$ cat config.mk
export PLATFORM = sky130hd
export DESIGN_NAME = stk_exec_unit
export DESIGN_NICKNAME = d
export VERILOG_FILES = /design/src/rtl/stk_pkg.sv /design/src/rtl/stk_alu.sv /design/src/rtl/stk_regstack.sv /design/src/rtl/stk_exec_unit.sv
export SDC_FILE = /design/constraint.sdc
export NUM_CORES = 2
export LEC_CHECK = 0
export BUFFER_PORTS_ARGS = -buffer_cell sky130_fd_sc_hd__buf_4
export CAP_MARGIN = 10
export CORE_UTILIZATION = 40
export DETAILED_ROUTE_END_ITERATION = 16
export GPL_TIMING_DRIVEN = 0
export PLACE_DENSITY = 0.55
export SKIP_LAST_GASP = 1
export SLEW_MARGIN = 20
export SYNTH_ARGS = -nofsm -noshare
export SYNTH_HDL_FRONTEND = slang
export SYNTH_SLANG_ARGS = --single-unit
$ cat constraint.sdc
create_clock -name clk -period 7.35 [get_ports clk]
set_clock_uncertainty 0.1 [all_clocks]
set_input_delay 0.735 -clock clk [delete_from_list [all_inputs] [get_ports clk]]
set_output_delay 0.735 -clock clk [all_outputs]
set_load 0.005 [all_outputs]
$ cat src/rtl/stk_pkg.sv
package stk_pkg;

    localparam int WORD_W = 32;
    typedef logic [WORD_W-1:0] word_t;

    typedef enum logic [4:0] {
        OP_LIT, OP_IMM, OP_LDSP, OP_STSP,
        OP_AND, OP_OR, OP_NOT, OP_XOR, OP_ADD, OP_SWAP,
        OP_JMP, OP_CTX, OP_SHIFT, OP_CAS, OP_TEST, OP_BRZ,
        OP_LOAD, OP_STORE, OP_NOP, OP_HALT
    } op_e;

    typedef enum logic [1:0] { ST_RUN, ST_LWAIT, ST_STOP } state_e;

    // need: entries required; grow: net push of one; drop: net entries removed
    typedef struct packed {
        op_e        op;
        logic [2:0] ofs;
        logic [3:0] need;
        logic       grow;
        logic [1:0] drop;
    } dec_t;

    function automatic dec_t decode(input logic lit, input logic [5:0] s);
        dec_t d;
        d.op   = OP_NOP;
        d.ofs  = s[2:0];
        d.need = 4'd0;
        d.grow = 1'b0;
        d.drop = 2'd0;
        if (lit) begin
            d.op = OP_LIT; d.grow = 1'b1;
        end else if (s[5]) begin
            d.op = OP_IMM; d.grow = 1'b1;
        end else if (s[5:3] == 3'b011) begin
            d.op = OP_LDSP; d.grow = 1'b1; d.need = {1'b0, s[2:0]} + 4'd1;
        end else if (s[5:3] == 3'b010) begin
            d.op = OP_STSP; d.drop = 2'd1; d.need = {1'b0, s[2:0]} + 4'd2;
        end else begin
            case (s)
                6'b001000: begin d.op = OP_AND;   d.need = 4'd2; d.drop = 2'd1; end
                6'b001001: begin d.op = OP_OR;    d.need = 4'd2; d.drop = 2'd1; end
                6'b001010: begin d.op = OP_NOT;   d.need = 4'd1; end
                6'b001011: begin d.op = OP_XOR;   d.need = 4'd2; d.drop = 2'd1; end
                6'b001100: begin d.op = OP_ADD;   d.need = 4'd2; d.drop = 2'd1; end
                6'b001101: begin d.op = OP_SWAP;  d.need = 4'd2; end
                6'b001110: begin d.op = OP_JMP;   d.need = 4'd1; d.drop = 2'd1; end
                6'b001111: d.op = OP_CTX;
                6'b000100: begin d.op = OP_SHIFT; d.need = 4'd2; d.drop = 2'd1; end
                6'b000101: d.op = OP_CAS;
                6'b000110: begin d.op = OP_TEST;  d.need = 4'd1; d.drop = 2'd1; end
                6'b000111: begin d.op = OP_BRZ;   d.need = 4'd2; d.drop = 2'd2; end
                6'b000010: begin d.op = OP_LOAD;  d.need = 4'd1; end
                6'b000011: begin d.op = OP_STORE; d.need = 4'd2; d.drop = 2'd2; end
                6'b000001: d.op = OP_NOP;
                default:   d.op = OP_HALT;
            endcase
        end
        return d;
    endfunction

    // signed amount: positive shifts left, negative shifts right logically
    function automatic word_t shift_signed(input word_t v, input word_t amt);
        word_t mag;
        mag = amt[WORD_W-1] ? (~amt + word_t'(1)) : amt;
        if (mag >= word_t'(WORD_W)) return '0;
        return amt[WORD_W-1] ? (v >> mag[4:0]) : (v << mag[4:0]);
    endfunction

endpackage

$ cat src/rtl/stk_alu.sv
module stk_alu
    import stk_pkg::*;
(
    input  op_e   op,
    input  word_t a_top,
    input  word_t b_nxt,
    output word_t y
);
    always_comb begin
        case (op)
            OP_AND:   y = a_top & b_nxt;
            OP_OR:    y = a_top | b_nxt;
            OP_XOR:   y = a_top ^ b_nxt;
            OP_NOT:   y = ~a_top;
            OP_ADD:   y = a_top + b_nxt;
            OP_SHIFT: y = shift_signed(b_nxt, a_top);
            default:  y = a_top;
        endcase
    end
endmodule

$ cat src/rtl/stk_regstack.sv
module stk_regstack
    import stk_pkg::*;
#(
    parameter  int DEPTH = 16,
    localparam int IW    = $clog2(DEPTH)
) (
    input  logic          clk,
    input  logic          we_a,
    input  logic [IW-1:0] wi_a,
    input  word_t         wd_a,
    input  logic          we_b,
    input  logic [IW-1:0] wi_b,
    input  word_t         wd_b,
    input  logic [IW-1:0] ri_top,
    input  logic [IW-1:0] ri_nxt,
    input  logic [IW-1:0] ri_ofs,
    output word_t         rd_top,
    output word_t         rd_nxt,
    output word_t         rd_ofs
);
    word_t slots [DEPTH];

    always_ff @(posedge clk) begin
        if (we_a) slots[wi_a] <= wd_a;
        if (we_b) slots[wi_b] <= wd_b;
    end

    assign rd_top = slots[ri_top];
    assign rd_nxt = slots[ri_nxt];
    assign rd_ofs = slots[ri_ofs];
endmodule

$ cat src/rtl/stk_exec_unit.sv
module stk_exec_unit
    import stk_pkg::*;
#(
    parameter  int DEPTH = 16,
    localparam int IW    = $clog2(DEPTH),
    localparam int CW    = $clog2(DEPTH + 1)
) (
    input  logic          clk,
    input  logic          rst,
    input  logic          in_valid,
    output logic          in_ready,
    input  logic          in_lit,
    input  logic [5:0]    in_syl,
    input  logic [31:0]   in_word,
    output logic          redir_valid,
    output logic [31:0]   redir_pc,
    output logic          mem_rd,
    output logic          mem_wr,
    output logic [31:0]   mem_addr,
    output logic [31:0]   mem_wdata,
    input  logic [31:0]   mem_rdata,
    output logic [31:0]   tos,
    output logic [CW-1:0] depth,
    output logic [31:0]   psw,
    output logic          halted,
    output logic          fault_stack,
    output logic          fault_unimpl
);
    state_e        state;
    logic [CW-1:0] cnt;
    logic [1:0]    flags;
    dec_t          dec;
    logic          accept, unimpl, bad_depth, go;
    logic [IW-1:0] idx_top, idx_nxt, idx_new, idx_ofs, idx_stsp;
    word_t         rd_top, rd_nxt, rd_ofs, alu_y;
    logic          we_a, we_b;
    logic [IW-1:0] wi_a, wi_b;
    word_t         wd_a, wd_b;

    assign dec       = decode(in_lit, in_syl);
    assign in_ready  = (state == ST_RUN);
    assign accept    = in_valid && in_ready;
    assign unimpl    = (dec.op == OP_CTX) || (dec.op == OP_CAS);
    assign bad_depth = (int'(cnt) < int'(dec.need)) || (dec.grow && int'(cnt) == DEPTH);
    assign go        = accept && !unimpl && !bad_depth;

    assign idx_top  = IW'(cnt - CW'(1));
    assign idx_nxt  = IW'(cnt - CW'(2));
    assign idx_new  = IW'(cnt);
    assign idx_ofs  = IW'(cnt - CW'(1) - CW'(dec.ofs));
    assign idx_stsp = IW'(cnt - CW'(2) - CW'(dec.ofs));

    stk_regstack #(.DEPTH(DEPTH)) u_stack (
        .clk(clk),
        .we_a(we_a), .wi_a(wi_a), .wd_a(wd_a),
        .we_b(we_b), .wi_b(wi_b), .wd_b(wd_b),
        .ri_top(idx_top), .ri_nxt(idx_nxt), .ri_ofs(idx_ofs),
        .rd_top(rd_top), .rd_nxt(rd_nxt), .rd_ofs(rd_ofs)
    );

    stk_alu u_alu (.op(dec.op), .a_top(rd_top), .b_nxt(rd_nxt), .y(alu_y));

    always_comb begin
        we_a = 1'b0; wi_a = idx_top; wd_a = rd_top;
        we_b = 1'b0; wi_b = idx_nxt; wd_b = rd_top;
        if (state == ST_LWAIT) begin
            we_a = 1'b1; wd_a = mem_rdata;
        end else if (go) begin
            case (dec.op)
                OP_IMM:  begin we_a = 1'b1; wi_a = idx_new; wd_a = word_t'(in_syl[4:0]); end
                OP_LIT:  begin we_a = 1'b1; wi_a = idx_new; wd_a = in_word; end
                OP_LDSP: begin we_a = 1'b1; wi_a = idx_new; wd_a = rd_ofs; end
                OP_STSP: begin we_a = 1'b1; wi_a = idx_stsp; wd_a = rd_top; end
                OP_AND, OP_OR, OP_XOR, OP_ADD, OP_SHIFT:
                         begin we_a = 1'b1; wi_a = idx_nxt; wd_a = alu_y; end
                OP_NOT:  begin we_a = 1'b1; wi_a = idx_top; wd_a = alu_y; end
                OP_SWAP: begin
                    we_a = 1'b1; wi_a = idx_top; wd_a = rd_nxt;
                    we_b = 1'b1; wi_b = idx_nxt; wd_b = rd_top;
                end
                default: ;
            endcase
        end
    end

    always_ff @(posedge clk) begin
        if (rst) begin
            state        <= ST_RUN;
            cnt          <= '0;
            flags        <= '0;
            fault_stack  <= 1'b0;
            fault_unimpl <= 1'b0;
        end else begin
            case (state)
                ST_RUN: if (accept) begin
                    if (unimpl) begin
                        fault_unimpl <= 1'b1;
                        state        <= ST_STOP;
                    end else if (bad_depth) begin
                        fault_stack <= 1'b1;
                        state       <= ST_STOP;
                    end else begin
                        cnt <= cnt + CW'(dec.grow) - CW'(dec.drop);
                        if (dec.op == OP_TEST)
                            flags <= {rd_top[WORD_W-1], rd_top == '0};
                        if (dec.op == OP_HALT)      state <= ST_STOP;
                        else if (dec.op == OP_LOAD) state <= ST_LWAIT;
                    end
                end
                ST_LWAIT: state <= ST_RUN;
                default:  state <= ST_STOP;
            endcase
        end
    end

    assign redir_valid = go && ((dec.op == OP_JMP) || (dec.op == OP_BRZ && rd_nxt == '0));
    assign redir_pc    = rd_top;
    assign mem_rd      = go && (dec.op == OP_LOAD);
    assign mem_wr      = go && (dec.op == OP_STORE);
    assign mem_addr    = rd_top;
    assign mem_wdata   = rd_nxt;
    assign tos         = (cnt == '0) ? '0 : rd_top;
    assign depth       = cnt;
    assign psw         = {30'b0, flags};
    assign halted      = (state == ST_STOP);
endmodule

==> results.sh <==
export IMPL_detailroute_via_count=51200
export IMPL_rows=125
export IMPL_syn_area_um2=47000
export IMPL_coreArea_um2=116000
export IMPL_port_buffers=212
export IMPL_routed_wl_um=329000
export IMPL_grt_usage_pct=54.5
export IMPL_drv_slew=0
export IMPL_fin_nets=5293
export IMPL_synth_edf_count=512
export IMPL_slew_headroom_pct=11.4
export IMPL_final_core_util_pct=50.6
export IMPL_period_share_pct=103
export IMPL_layout_commonest_cell="nand2_1"
export IMPL_path_cells="buf_12, buf_16, inv_4, buf_12, ha_4, buf_4, fa_1, clkbuf_2, clkbuf_1, clkbuf_4, clkbuf_2, clkbuf_2, mux4_2, nand2_1, nand3_1, a32oi_1, nand4_1, a21oi_4, buf_2, a311oi_2"
export IMPL_worstSetupPathType="register to register"
export IMPL_synth_seq_cells=523
export IMPL_dieArea_um2=119000
export IMPL_antenna_found_initial=30
export IMPL_drc_errors=0
export IMPL_avgViaCountPerCell=7.62
export IMPL_cts_tree="done"
export IMPL_fmax_mhz=133
export IMPL_rsz0062_at_grt="no"
export IMPL_maxCapViolations=0
export IMPL_cpMaxStageDelayCell="clkbuf_1"
export IMPL_drive_gt1_share_pct=30.3
export IMPL_tightest_slew_ns=1.33
export IMPL_drt_iter0_drc=9744
export IMPL_grt_overflow_total=0
export IMPL_crit_required_ns=7.64
export IMPL_cp_start_kind="register"
export IMPL_start_util_pct=40.4
export IMPL_syn_avg_cell_area_um2=10.2
export IMPL_grt_pass1_wl_um=427000
export IMPL_dieWidth_um=345
export IMPL_dpl_hpwl_um=248000
export IMPL_period_needed_ns=7.54
export IMPL_htree_num_levels=3
export IMPL_dp_slack_ns=-6.23
export IMPL_clk_pin_slew_ns=0.06
export IMPL_end_kind="register"
export IMPL_yosysWarningCount=0
export IMPL_nFillCells=10800
export IMPL_async_flop_share_pct=0
export IMPL_max_stage_delay_ns=0.62
export IMPL_numCtsBuffers=71
export IMPL_die_h_um=345
export IMPL_hold_buffers=0
export IMPL_wl_per_cell_um=49.0
export IMPL_ant_nets=0
export IMPL_critPathMaxFanout=10
export IMPL_synth_top_flop_cell="edfxtp_1"
export IMPL_area_growth_pct=25.4
export IMPL_worst_ep_arrival_time_ns=7.83
export IMPL_clk_latency_ns=0.71
export IMPL_globalplace_congestion=1.07
export IMPL_fin_tns_setup_ns=-17.14
export IMPL_grt_pass1_vias=46400
export IMPL_placed_cell_area_um2=53000
export IMPL_firstDrtPassIters=9
export IMPL_synthDistinctLibCells=103
export IMPL_hold_class="input port to register"
export IMPL_final_setup_worst_slack_ns=-0.191
export IMPL_cts_sinks=523
export IMPL_yosysSeqAreaShare_pct=33.2
export IMPL_postSynthCellCount=4594
export IMPL_crit_top_cell="clkbuf_2"
export IMPL_grt_max_degree=20
export IMPL_clock_tree_root_cell="clkbuf_16"
export IMPL_mostFrequentLayoutCells="nand2_1, edfxtp_1, buf_4, mux4_2, a21oi_1"
export IMPL_fin_area_um2=58900
export IMPL_setup_viol=183
export IMPL_violations="setup timing"
export IMPL_finalHoldViolCount=0
export IMPL_status="complete, but fails checks"
export IMPL_num_io_pins=246
export IMPL_clk_path_buf_depth=3
-- sequential cells by signal, indices dropped and copies added, names as in the netlist --
signal and cells:
u_stack.slots 512, depth 5, flags 2, state 2
fault_stack 1, fault_unimpl 1
-- cell families after synthesis --
group	after synthesis	share of synthesized area [%]
AOI/OAI and AO/OA	1329	18.8
xor gates and xnor gates	34	0.690
adders and majority gates	99	2.70
buffers and inverters	675	6.81
DFF	523	33.2
muxes	663	25.5
other	1	0.00799
and+or+nand+nor	1270	12.2
-- synthesized netlist by cell type, types with 63 or more instances --
cell type / count / area, µm²
nand2_1: 558 / 2090
edfxtp_1: 512 / 15400
mux4_2: 426 / 9590
clkbuf_1: 337 / 1260
a21oi_1: 330 / 1650
nor2_1: 319 / 1200
o21ai_0: 298 / 1490
mux2i_1: 227 / 2270
a31oi_1: 101 / 632
nand3_1: 101 / 505
buf_4: 95 / 713
ha_1: 95 / 1190
inv_1: 90 / 338
nor3_1: 88 / 440
o22ai_1: 79 / 494
o31ai_1: 67 / 503
buf_2: 63 / 315
-- what timing repair did --
item                       in CTS  in global routing
gates cloned                    2                  1
resized for setup             498                 63
pin swaps                      46                 16
setup endpoints to repair    1150                531
buffers inserted              107                 38
-- cell type report --
cell class              instances  area [µm²]  area share (%)
diodes                         20        50.0          0.0850
plain buffers                 555        3880            6.59
clock buffers                  81        1810            3.08
clock inverters                44         626            1.06
inverters                      98         415           0.705
multi-input cells            3425       29500            50.1
flip-flops and latches        523       15600            26.5
well taps                    1524        1910            3.24
repair buffers                446        5070            8.61
-- path summary, 6_finish.rpt --
check / cells after the start / start / slack, ns / endpoint
min reg2reg: 2 / fault_stack / 0.38 / fault_stack
min: 2 / rst / 0.14 / state[0]
max: 20 / depth[0] / -0.19 / u_stack.slots[6][13]
max reg2reg: 20 / depth[0] / -0.19 / u_stack.slots[6][13]
-- per-stage QoR --
stage          hold slack [ns]  instances
6_report                 0.136       6716
5_1_grt                  0.139       6700
4_1_cts                  0.130       6665
3_5_place_dp             0.362       6445
3_3_place_gp             0.351       6359
2_1_floorplan            0.360       4623
-- critical path: cells and delay by family, from the launching register on --
kind	cells	cell delay, ns
AO/OA/AOI/OAI	3	1.00
adder cells (fa/ha/maj)	2	0.78
buffers and inverters	11	3.73
flip-flops	1	0.48
multiplexers	1	0.38
AND/OR/NAND/NOR	3	0.67
-- metal layers --
layer  global-route usage (%)  vias up  share of wire, %
li1                         -    19100                 -
met1                     64.3    25300                34
met2                     72.6     5394                39
met3                     28.7     1445                17
met4                     44.7       18                10
met5                    0.881        -             0.081
Power is left out: the tool's default activity adds up to more than one toggle a clock period on the data nets, which glitch-free logic cannot reach.
